### src/rtl/ivt_pkg.sv
package ivt_pkg;

    localparam int BYTE_W = 8;
    localparam int CNT_W  = 2 * BYTE_W;
    localparam int MODE_W = 3;
    localparam int N_CHAN = 2;

    localparam logic [1:0] ADDR_CNT0 = 2'd0;
    localparam logic [1:0] ADDR_CNT2 = 2'd1;
    localparam logic [1:0] ADDR_CTRL = 2'd2;

    localparam logic [1:0] ACC_SNAP = 2'b00;
    localparam logic [1:0] ACC_LOHI = 2'b11;

    localparam int STATUS_TC_BIT = 5;

    typedef enum logic [1:0] {
        RUN_IDLE,
        RUN_COUNT,
        RUN_EXPIRED
    } run_state_e;

    typedef enum logic {
        LD_LOW,
        LD_HIGH
    } load_state_e;

    typedef enum logic {
        RD_LOW,
        RD_HIGH
    } read_state_e;

endpackage

### src/rtl/ivt_tick_gen.sv
module ivt_tick_gen #(
    parameter int TICK_DIV = 84
) (
    input  logic clk,
    input  logic rst_n,
    output logic tick
);
    localparam int PW = (TICK_DIV > 1) ? $clog2(TICK_DIV) : 1;

    generate
        if (TICK_DIV <= 1) begin : g_pass
            assign tick = 1'b1;
        end else begin : g_div
            localparam logic [PW-1:0] LAST = PW'(TICK_DIV - 1);
            logic [PW-1:0] pre_q;

            always_ff @(posedge clk or negedge rst_n) begin
                if (!rst_n)           pre_q <= '0;
                else if (pre_q == LAST) pre_q <= '0;
                else                  pre_q <= pre_q + PW'(1);
            end

            assign tick = (pre_q == LAST);

            // ticks are spaced by the divider, never back to back
            assert_tick_spacing_R5: assert property (@(posedge clk) disable iff (!rst_n)
                tick |=> !tick);
        end
    endgenerate

endmodule

### src/rtl/ivt_channel.sv
module ivt_channel
    import ivt_pkg::*;
(
    input  logic              clk,
    input  logic              rst_n,
    input  logic              tick,
    input  logic              ctl_fire,
    input  logic [1:0]        ctl_acc,
    input  logic [MODE_W-1:0] ctl_mode,
    input  logic              wr_fire,
    input  logic [BYTE_W-1:0] wdata,
    input  logic              rd_fire,
    output logic [BYTE_W-1:0] rd_byte,
    output logic [BYTE_W-1:0] status
);
    run_state_e  run_q, run_d;
    load_state_e ld_q, ld_d;
    read_state_e rd_q, rd_d;

    logic [CNT_W-1:0]  cnt_q, cnt_d;
    logic [CNT_W-1:0]  snap_q, snap_d;
    logic [BYTE_W-1:0] lo_q, lo_d;
    logic [MODE_W-1:0] mode_q, mode_d;
    logic              snap_on_q, snap_on_d;
    logic              tc_q, tc_d;

    logic load_fire, lohi_cmd, snap_cmd;

    assign lohi_cmd  = ctl_fire && (ctl_acc == ACC_LOHI);
    assign snap_cmd  = ctl_fire && (ctl_acc == ACC_SNAP);
    assign load_fire = wr_fire && (ld_q == LD_HIGH);

    // state register process
    always_ff @(posedge clk or negedge rst_n) begin
        if (!rst_n) begin
            run_q     <= RUN_IDLE;
            ld_q      <= LD_LOW;
            rd_q      <= RD_LOW;
            cnt_q     <= '0;
            snap_q    <= '0;
            lo_q      <= '0;
            mode_q    <= '0;
            snap_on_q <= 1'b0;
            tc_q      <= 1'b0;
        end else begin
            run_q     <= run_d;
            ld_q      <= ld_d;
            rd_q      <= rd_d;
            cnt_q     <= cnt_d;
            snap_q    <= snap_d;
            lo_q      <= lo_d;
            mode_q    <= mode_d;
            snap_on_q <= snap_on_d;
            tc_q      <= tc_d;
        end
    end

    // run machine: counting and terminal count
    always_comb begin
        run_d = run_q;
        cnt_d = cnt_q;
        tc_d  = tc_q;
        unique case (run_q)
            RUN_IDLE: begin
            end
            RUN_COUNT: begin
                if (tick) begin
                    cnt_d = cnt_q - CNT_W'(1);
                    if ((mode_q == '0) && (cnt_q == CNT_W'(1))) begin
                        run_d = RUN_EXPIRED;
                        tc_d  = 1'b1;
                    end
                end
            end
            RUN_EXPIRED: begin
            end
            default: run_d = RUN_IDLE;
        endcase
        if (load_fire) begin
            cnt_d = {wdata, lo_q};
            run_d = RUN_COUNT;
            tc_d  = 1'b0;
        end
    end

    // load machine: low byte first, high byte loads
    always_comb begin
        ld_d   = ld_q;
        lo_d   = lo_q;
        mode_d = mode_q;
        if (lohi_cmd) begin
            ld_d   = LD_LOW;
            mode_d = ctl_mode;
        end else if (wr_fire) begin
            unique case (ld_q)
                LD_LOW: begin
                    lo_d = wdata;
                    ld_d = LD_HIGH;
                end
                LD_HIGH: ld_d = LD_LOW;
                default: ld_d = LD_LOW;
            endcase
        end
    end

    // read machine: snapshot and byte sequencing
    always_comb begin
        rd_d      = rd_q;
        snap_d    = snap_q;
        snap_on_d = snap_on_q;
        if (snap_cmd) begin
            if (!snap_on_q) begin
                snap_on_d = 1'b1;
                snap_d    = cnt_q;
                rd_d      = RD_LOW;
            end
        end else if (lohi_cmd) begin
            rd_d = RD_LOW;
        end else if (rd_fire) begin
            unique case (rd_q)
                RD_LOW: rd_d = RD_HIGH;
                RD_HIGH: begin
                    if (snap_on_q) begin
                        snap_on_d = 1'b0;
                        rd_d      = RD_LOW;
                    end
                end
                default: rd_d = RD_LOW;
            endcase
        end
    end

    // output process
    logic [CNT_W-1:0] src;
    always_comb begin
        src    = snap_on_q ? snap_q : cnt_q;
        rd_byte = (rd_q == RD_LOW) ? src[BYTE_W-1:0] : src[CNT_W-1:BYTE_W];
        status = '0;
        status[STATUS_TC_BIT] = tc_q;
    end

    // one decrement per tick while counting
    assert_dec_by_one_R5: assert property (@(posedge clk) disable iff (!rst_n)
        (run_q == RUN_COUNT && tick && !load_fire) |=> (cnt_q == $past(cnt_q) - CNT_W'(1)));

    // an expired counter sits at zero
    assert_stop_at_zero_R8: assert property (@(posedge clk) disable iff (!rst_n)
        (run_q == RUN_EXPIRED) |-> (cnt_q == '0));

    // terminal count only ever rises in mode 0
    assert_tc_mode0_only_R9: assert property (@(posedge clk) disable iff (!rst_n)
        $rose(tc_q) |-> (mode_q == '0));

    // a pending snapshot does not move
    assert_snap_frozen_R6: assert property (@(posedge clk) disable iff (!rst_n)
        (snap_on_q && $past(snap_on_q)) |-> $stable(snap_q));

    // a load leaves the status clear
    assert_load_clears_R10: assert property (@(posedge clk) disable iff (!rst_n)
        load_fire |=> !tc_q);

endmodule

### src/rtl/ivt_pair.sv
module ivt_pair
    import ivt_pkg::*;
#(
    parameter int TICK_DIV = 84
) (
    input  logic              clk,
    input  logic              rst_n,
    input  logic              bus_wr,
    input  logic              bus_rd,
    input  logic [1:0]        bus_addr,
    input  logic [BYTE_W-1:0] bus_wdata,
    output logic [BYTE_W-1:0] bus_rdata,
    output logic              cfg_err
);
    logic tick;

    ivt_tick_gen #(.TICK_DIV(TICK_DIV)) u_tick (
        .clk  (clk),
        .rst_n(rst_n),
        .tick (tick)
    );

    logic [1:0]        cw_sel, cw_acc;
    logic [MODE_W-1:0] cw_mode;
    logic              ctrl_wr, cw_ok;

    assign cw_sel  = bus_wdata[7:6];
    assign cw_acc  = bus_wdata[5:4];
    assign cw_mode = bus_wdata[3:1];
    assign ctrl_wr = bus_wr && (bus_addr == ADDR_CTRL);
    assign cw_ok   = ((cw_sel == 2'd0) || (cw_sel == 2'd2)) &&
                     ((cw_acc == ACC_SNAP) || (cw_acc == ACC_LOHI));

    logic [N_CHAN-1:0]  ctl_fire, wr_fire, rd_fire;
    logic [BYTE_W-1:0]  rd_byte [N_CHAN];
    logic [BYTE_W-1:0]  status  [N_CHAN];

    generate
        for (genvar i = 0; i < N_CHAN; i++) begin : g_chan
            localparam logic [1:0] SEL_CODE = 2'(2 * i);
            localparam logic [1:0] DATA_ADR = (i == 0) ? ADDR_CNT0 : ADDR_CNT2;

            assign ctl_fire[i] = ctrl_wr && cw_ok && (cw_sel == SEL_CODE);
            assign wr_fire[i]  = bus_wr && (bus_addr == DATA_ADR);
            assign rd_fire[i]  = bus_rd && (bus_addr == DATA_ADR);

            ivt_channel u_chan (
                .clk     (clk),
                .rst_n   (rst_n),
                .tick    (tick),
                .ctl_fire(ctl_fire[i]),
                .ctl_acc (cw_acc),
                .ctl_mode(cw_mode),
                .wr_fire (wr_fire[i]),
                .wdata   (bus_wdata),
                .rd_fire (rd_fire[i]),
                .rd_byte (rd_byte[i]),
                .status  (status[i])
            );
        end
    endgenerate

    always_ff @(posedge clk or negedge rst_n) begin
        if (!rst_n) begin
            bus_rdata <= '0;
            cfg_err   <= 1'b0;
        end else begin
            cfg_err <= ctrl_wr && !cw_ok;
            if (bus_rd) begin
                unique case (bus_addr)
                    ADDR_CNT0: bus_rdata <= rd_byte[0];
                    ADDR_CNT2: bus_rdata <= rd_byte[1];
                    ADDR_CTRL: bus_rdata <= status[1];
                    default:   bus_rdata <= '0;
                endcase
            end
        end
    end

    // at most one counter accepts a given control byte
    assert_one_target_R1: assert property (@(posedge clk) disable iff (!rst_n)
        $onehot0(ctl_fire));

    // an error pulse always follows a control write
    assert_err_source_R2: assert property (@(posedge clk) disable iff (!rst_n)
        cfg_err |-> $past(bus_wr && (bus_addr == ADDR_CTRL)));

endmodule

### config.mk
export PLATFORM = sky130hd
export DESIGN_NAME = ivt_pair
export DESIGN_NICKNAME = d
export VERILOG_FILES = /design/src/rtl/ivt_pkg.sv /design/src/rtl/ivt_tick_gen.sv /design/src/rtl/ivt_channel.sv /design/src/rtl/ivt_pair.sv
export SDC_FILE = /design/constraint.sdc
export NUM_CORES = 1
export LEC_CHECK = 0
export ABC_CLOCK_PERIOD_IN_PS = 2660
export BUFFER_PORTS_ARGS = -buffer_cell sky130_fd_sc_hd__buf_2
export CAP_MARGIN = 20
export CORE_MARGIN = 2
export CORE_UTILIZATION = 47
export CTS_BUF_LIST = sky130_fd_sc_hd__clkbuf_8
export CTS_CLUSTER_SIZE = 12
export DETAILED_ROUTE_END_ITERATION = 8
export GPL_TIMING_DRIVEN = 0
export HOLD_SLACK_MARGIN = 0.1
export SYNTH_ARGS = -nofsm -noshare
export SYNTH_HDL_FRONTEND = slang
export SYNTH_SLANG_ARGS = --single-unit
### constraint.sdc
create_clock -name clk -period 2.66 [get_ports clk]
set_input_delay 0.532 -clock clk [delete_from_list [all_inputs] [get_ports clk]]
set_output_delay 0.532 -clock clk [all_outputs]
set_load 0.02 [all_outputs]
==> results.py <==
metrics = {
    "critical_path": {
        "end_kind": "flip-flop",
        "path_cells": "buf_2 -> inv_1 -> ha_1 -> nor4b_2 -> nand2_1 -> nor2_2 -> buf_2 -> mux2_2",
        "crit_fanout": 10,
        "crit_required_ns": 2.96,
        "cp.arrival_ns": 2.79,
        "crit_top_cell": "buf_2",
        "crit_type": "in -> reg",
        "path_buf_inv": 3,
        "slowest_delay_ns": 0.45,
        "path_delay_family": "simple AND/OR/NAND/NOR gates",
        "crit_cells": 8,
        "crit_path_top_delay_cell": "nor4b_2",
        "reg2reg_slack_ns": 0.29,
        "r2r_cells": 7,
        "start_kind": "input port",
    },
    "finish": {
        "final_area_sq_mm": 0.006277,
        "syn_to_final_growth_pct": 13.30,
        "fin_util": 0.5474,
        "diodes": 0,
        "final_nets": 534,
        "drive_above_1_share": 0.2700,
        "fillCellCount": 999,
        "fin_cells": 669,
    },
    "clock_network": {
        "post-cts-setup-buffer-count": 0,
        "clkLatencyLatePin_ns": 0.43,
        "cts_tree": "done",
        "htree_num_levels": 4,
        "clockBufferDepth": 2,
        "clock-sinks": 113,
        "cts_buffers": 17,
        "clkTransAtPathRegs_ns": 0.06,
        "root_buffer": "clkbuf_8",
    },
    "route": {
        "drc_errors": 0,
        "drtIter0Drc": 261,
        "wl_mm": 12.28,
        "via_count": 3781,
        "wl_per_cell_um": 18.35,
        "viasPerCell": 5.652,
        "postRouteAntennaNets": 0,
        "dr.pass1.iters": 4,
    },
    "synth": {
        "synth_area_per_cell_sq_um": 11.76,
        "yosysMostFrequentCell": "dfrtp_1",
        "yosysTopAreaCellShare": 0.5104,
        "synth_area_sq_mm": 0.005540,
        "synthCells": 471,
        "yosys-top-cells-area": "dfrtp_1 51%, mux2_2 11%, mux4_2 6.5%",
        "synthDistinctLibCells": 48,
        "synth_edf_count": 0,
        "synth_warnings": 0,
        "ys_ff_latch": 113,
        "seq_area_frac_synth": 0.5104,
        "synth-main-ff-cell": "dfrtp_1",
        "synth_nets": 492,
        "yosys.area.top_type": "dfrtp_1",
        "synthTopCellsByCount": "113 x dfrtp_1, 56 x mux2_2, 43 x nand2_1, 35 x nor2_1, 23 x xnor2_1",
        "synthArstFlopShare": 1.000,
    },
    "sta": {
        "setup_tns_ns": 0,
        "holdWs_ns": 0.4321,
        "post-route-worst-setup-slack_ns": 0.1780,
        "hold_viol_final": 0,
        "slew_viol_final": 0,
        "skew_ns": 0.007617,
        "fmax_mhz": 402.9,
        "rsz0062_at_grt": "false",
        "finalSetupViolations": 0,
        "relSlewSlack": 0.4542,
        "period_needed_ns": 2.482,
        "period_share": 0.9331,
        "worst_pin_slew_ns": 0.8157,
    },
    "placement": {
        "dp.final_hpwl_mm": 8.765,
        "pre_cts_slack_ns": -0.2463,
        "dp_cells": 636,
        "port_buffers": 21,
        "gp_congestion": 0.8069,
        "post_dp_cell_area_sq_mm": 0.005858,
    },
    "power": {
        "p_leak_nw": 2.662,
        "p_int_mw": 3.939,
        "netSwitchingFraction": 0.3197,
        "pwr-share-seq": 0.483,
        "power_mw": 5.790,
        "p_sw_mw": 1.851,
        "combPwrFrac": 0.241,
        "pwr-share-clk": 0.276,
        "p_per_area_mw_per_mm2": 922.3,
        "vdd_drop_max_mv": 0.4867,
    },
    "global_routing": {
        "antenna_found_initial": 0,
        "grt_overflow_total": 0,
        "grt_pass1_vias": 3801,
        "track_usage": 0.2125,
        "grt_pass1_wl_mm": 20.46,
        "grt_max_degree": 80,
    },
    "outcome": {
        "outcome": "finished clean",
    },
    "worst_hold_path": {
        "hp-class": "in -> reg",
        "whs_path_depth": 3,
    },
    "die": {
        "initial_utilization": 0.4831,
        "core_sq_mm": 0.01147,
        "die_y_um": 112.6,
        "die-area_sq_mm": 0.01267,
        "pin_count": 23,
        "die_w_um": 112.6,
        "num_rows": 39,
    },
    "flow_run": {
        "cap_violations": 0,
    },
}
[layer usage]
metal / vias to the layer above / GRT usage / share of wire
li1: 1775 / - / -
met3: 10 / 0.06102 / 0.046
met2: 75 / 0.3034 / 0.45
met5: - / 0 / 0
met1: 1921 / 0.3179 / 0.49
met4: 0 / 0.06098 / 0.0083
[timing repair]
item | in CTS | in global routing
resized for setup | 0 | 0
hold buffers | 1 | 0
hold endpoints to repair | 34 | 0
[flip-flops by register name (all words and copies together), names as in the netlist]
| signal | count |
|---|---|
| bus_rdata | 8 |
| cfg_err | 1 |
| g_chan.u_chan.cnt_q | 32 |
| g_chan.u_chan.ld_q | 2 |
| g_chan.u_chan.lo_q | 16 |
| g_chan.u_chan.mode_q | 6 |
| g_chan.u_chan.rd_q | 2 |
| g_chan.u_chan.run_q | 4 |
| g_chan.u_chan.snap_on_q | 2 |
| g_chan.u_chan.snap_q | 32 |
| g_chan.u_chan.tc_q | 1 |
| u_tick.g_div.pre_q | 7 |
[final cells by class]
type / count / area [sq um] / share of cell area
Buffer: 20 / 83.83 / 0.01335
Clock buffer: 26 / 357.8 / 0.05701
Clock inverter: 6 / 51.30 / 0.008172
Inverter: 13 / 48.80 / 0.007774
Multi-Input combinational cell: 325 / 2580 / 0.4110
Sequential cell: 113 / 2828 / 0.4505
Tap cell: 143 / 178.9 / 0.02850
Timing Repair Buffer: 23 / 148.9 / 0.02372
[worst paths after layout]
path | to | startpoint
setup / recovery | g_chan[1].u_chan.snap_q[13] | bus_wdata[4]
hold / removal | g_chan[0].u_chan.cnt_q[12] | bus_wdata[4]
setup reg to reg | g_chan[1].u_chan.tc_q | u_tick.g_div.pre_q[0]
hold reg to reg | bus_rdata[5] | bus_rdata[5]
max in group asynchronous | g_chan[1].u_chan.lo_q[5] | rst_n
min in group asynchronous | g_chan[0].u_chan.snap_q[0] | rst_n
[cells by family after synthesis]
family / synth area share
compound gates: 0.05556
xor+xnor: 0.05533
fa+ha+maj: 0.01581
buf+inv: 0.02394
flops: 0.5104
mux: 0.1969
simple gates: 0.1421
[power groups by stage]
| stage | sequential, mW | combinational, mW | clock, mW |
|---|---|---|---|
| after floorplan | 2.64 | 1.05 | 0 |
| after global placement | 2.78 | 1.37 | 0 |
| after detailed placement | 2.81 | 1.41 | 0 |
| after CTS | 2.78 | 1.41 | 1.64 |
| after global routing | 2.88 | 1.54 | 1.73 |
| final | 2.80 | 1.40 | 1.60 |
[placed cells by master (no fill, tap or decap), types with 2 or more instances in the layout]
| master | instances |
|---|---|
| dfrtp_1 | 113 |
| nand4_1 | 2 |
| buf_1 | 3 |
| nor4_2 | 4 |
| clkbuf_1 | 12 |
| nor4_1 | 10 |
| xnor2_1 | 23 |
| mux4_2 | 16 |
| clkbuf_8 | 26 |
| a21oi_1 | 18 |
| nand2b_1 | 4 |
| o21ai_0 | 19 |
| or4_4 | 3 |
| nor2_1 | 35 |
| nand3_1 | 6 |
| nor3_1 | 11 |
| nand2_1 | 43 |
| o21a_1 | 2 |
| mux2i_1 | 10 |
| ha_1 | 7 |
| xor2_1 | 12 |
| nand3b_1 | 5 |
| nor2b_1 | 3 |
| o22ai_1 | 8 |
| a31oi_1 | 3 |
| buf_2 | 24 |
| inv_1 | 16 |
| mux2_2 | 56 |
| clkinv_2 | 2 |
| or3_1 | 3 |
| or4_1 | 3 |
| nor2_2 | 2 |
[tightest hold or removal path: stages]
cell and delay, ns:
buf_2 0.16, nand2_1 0.07, o21ai_1 0.05
(Power assumes the default switching activity.)
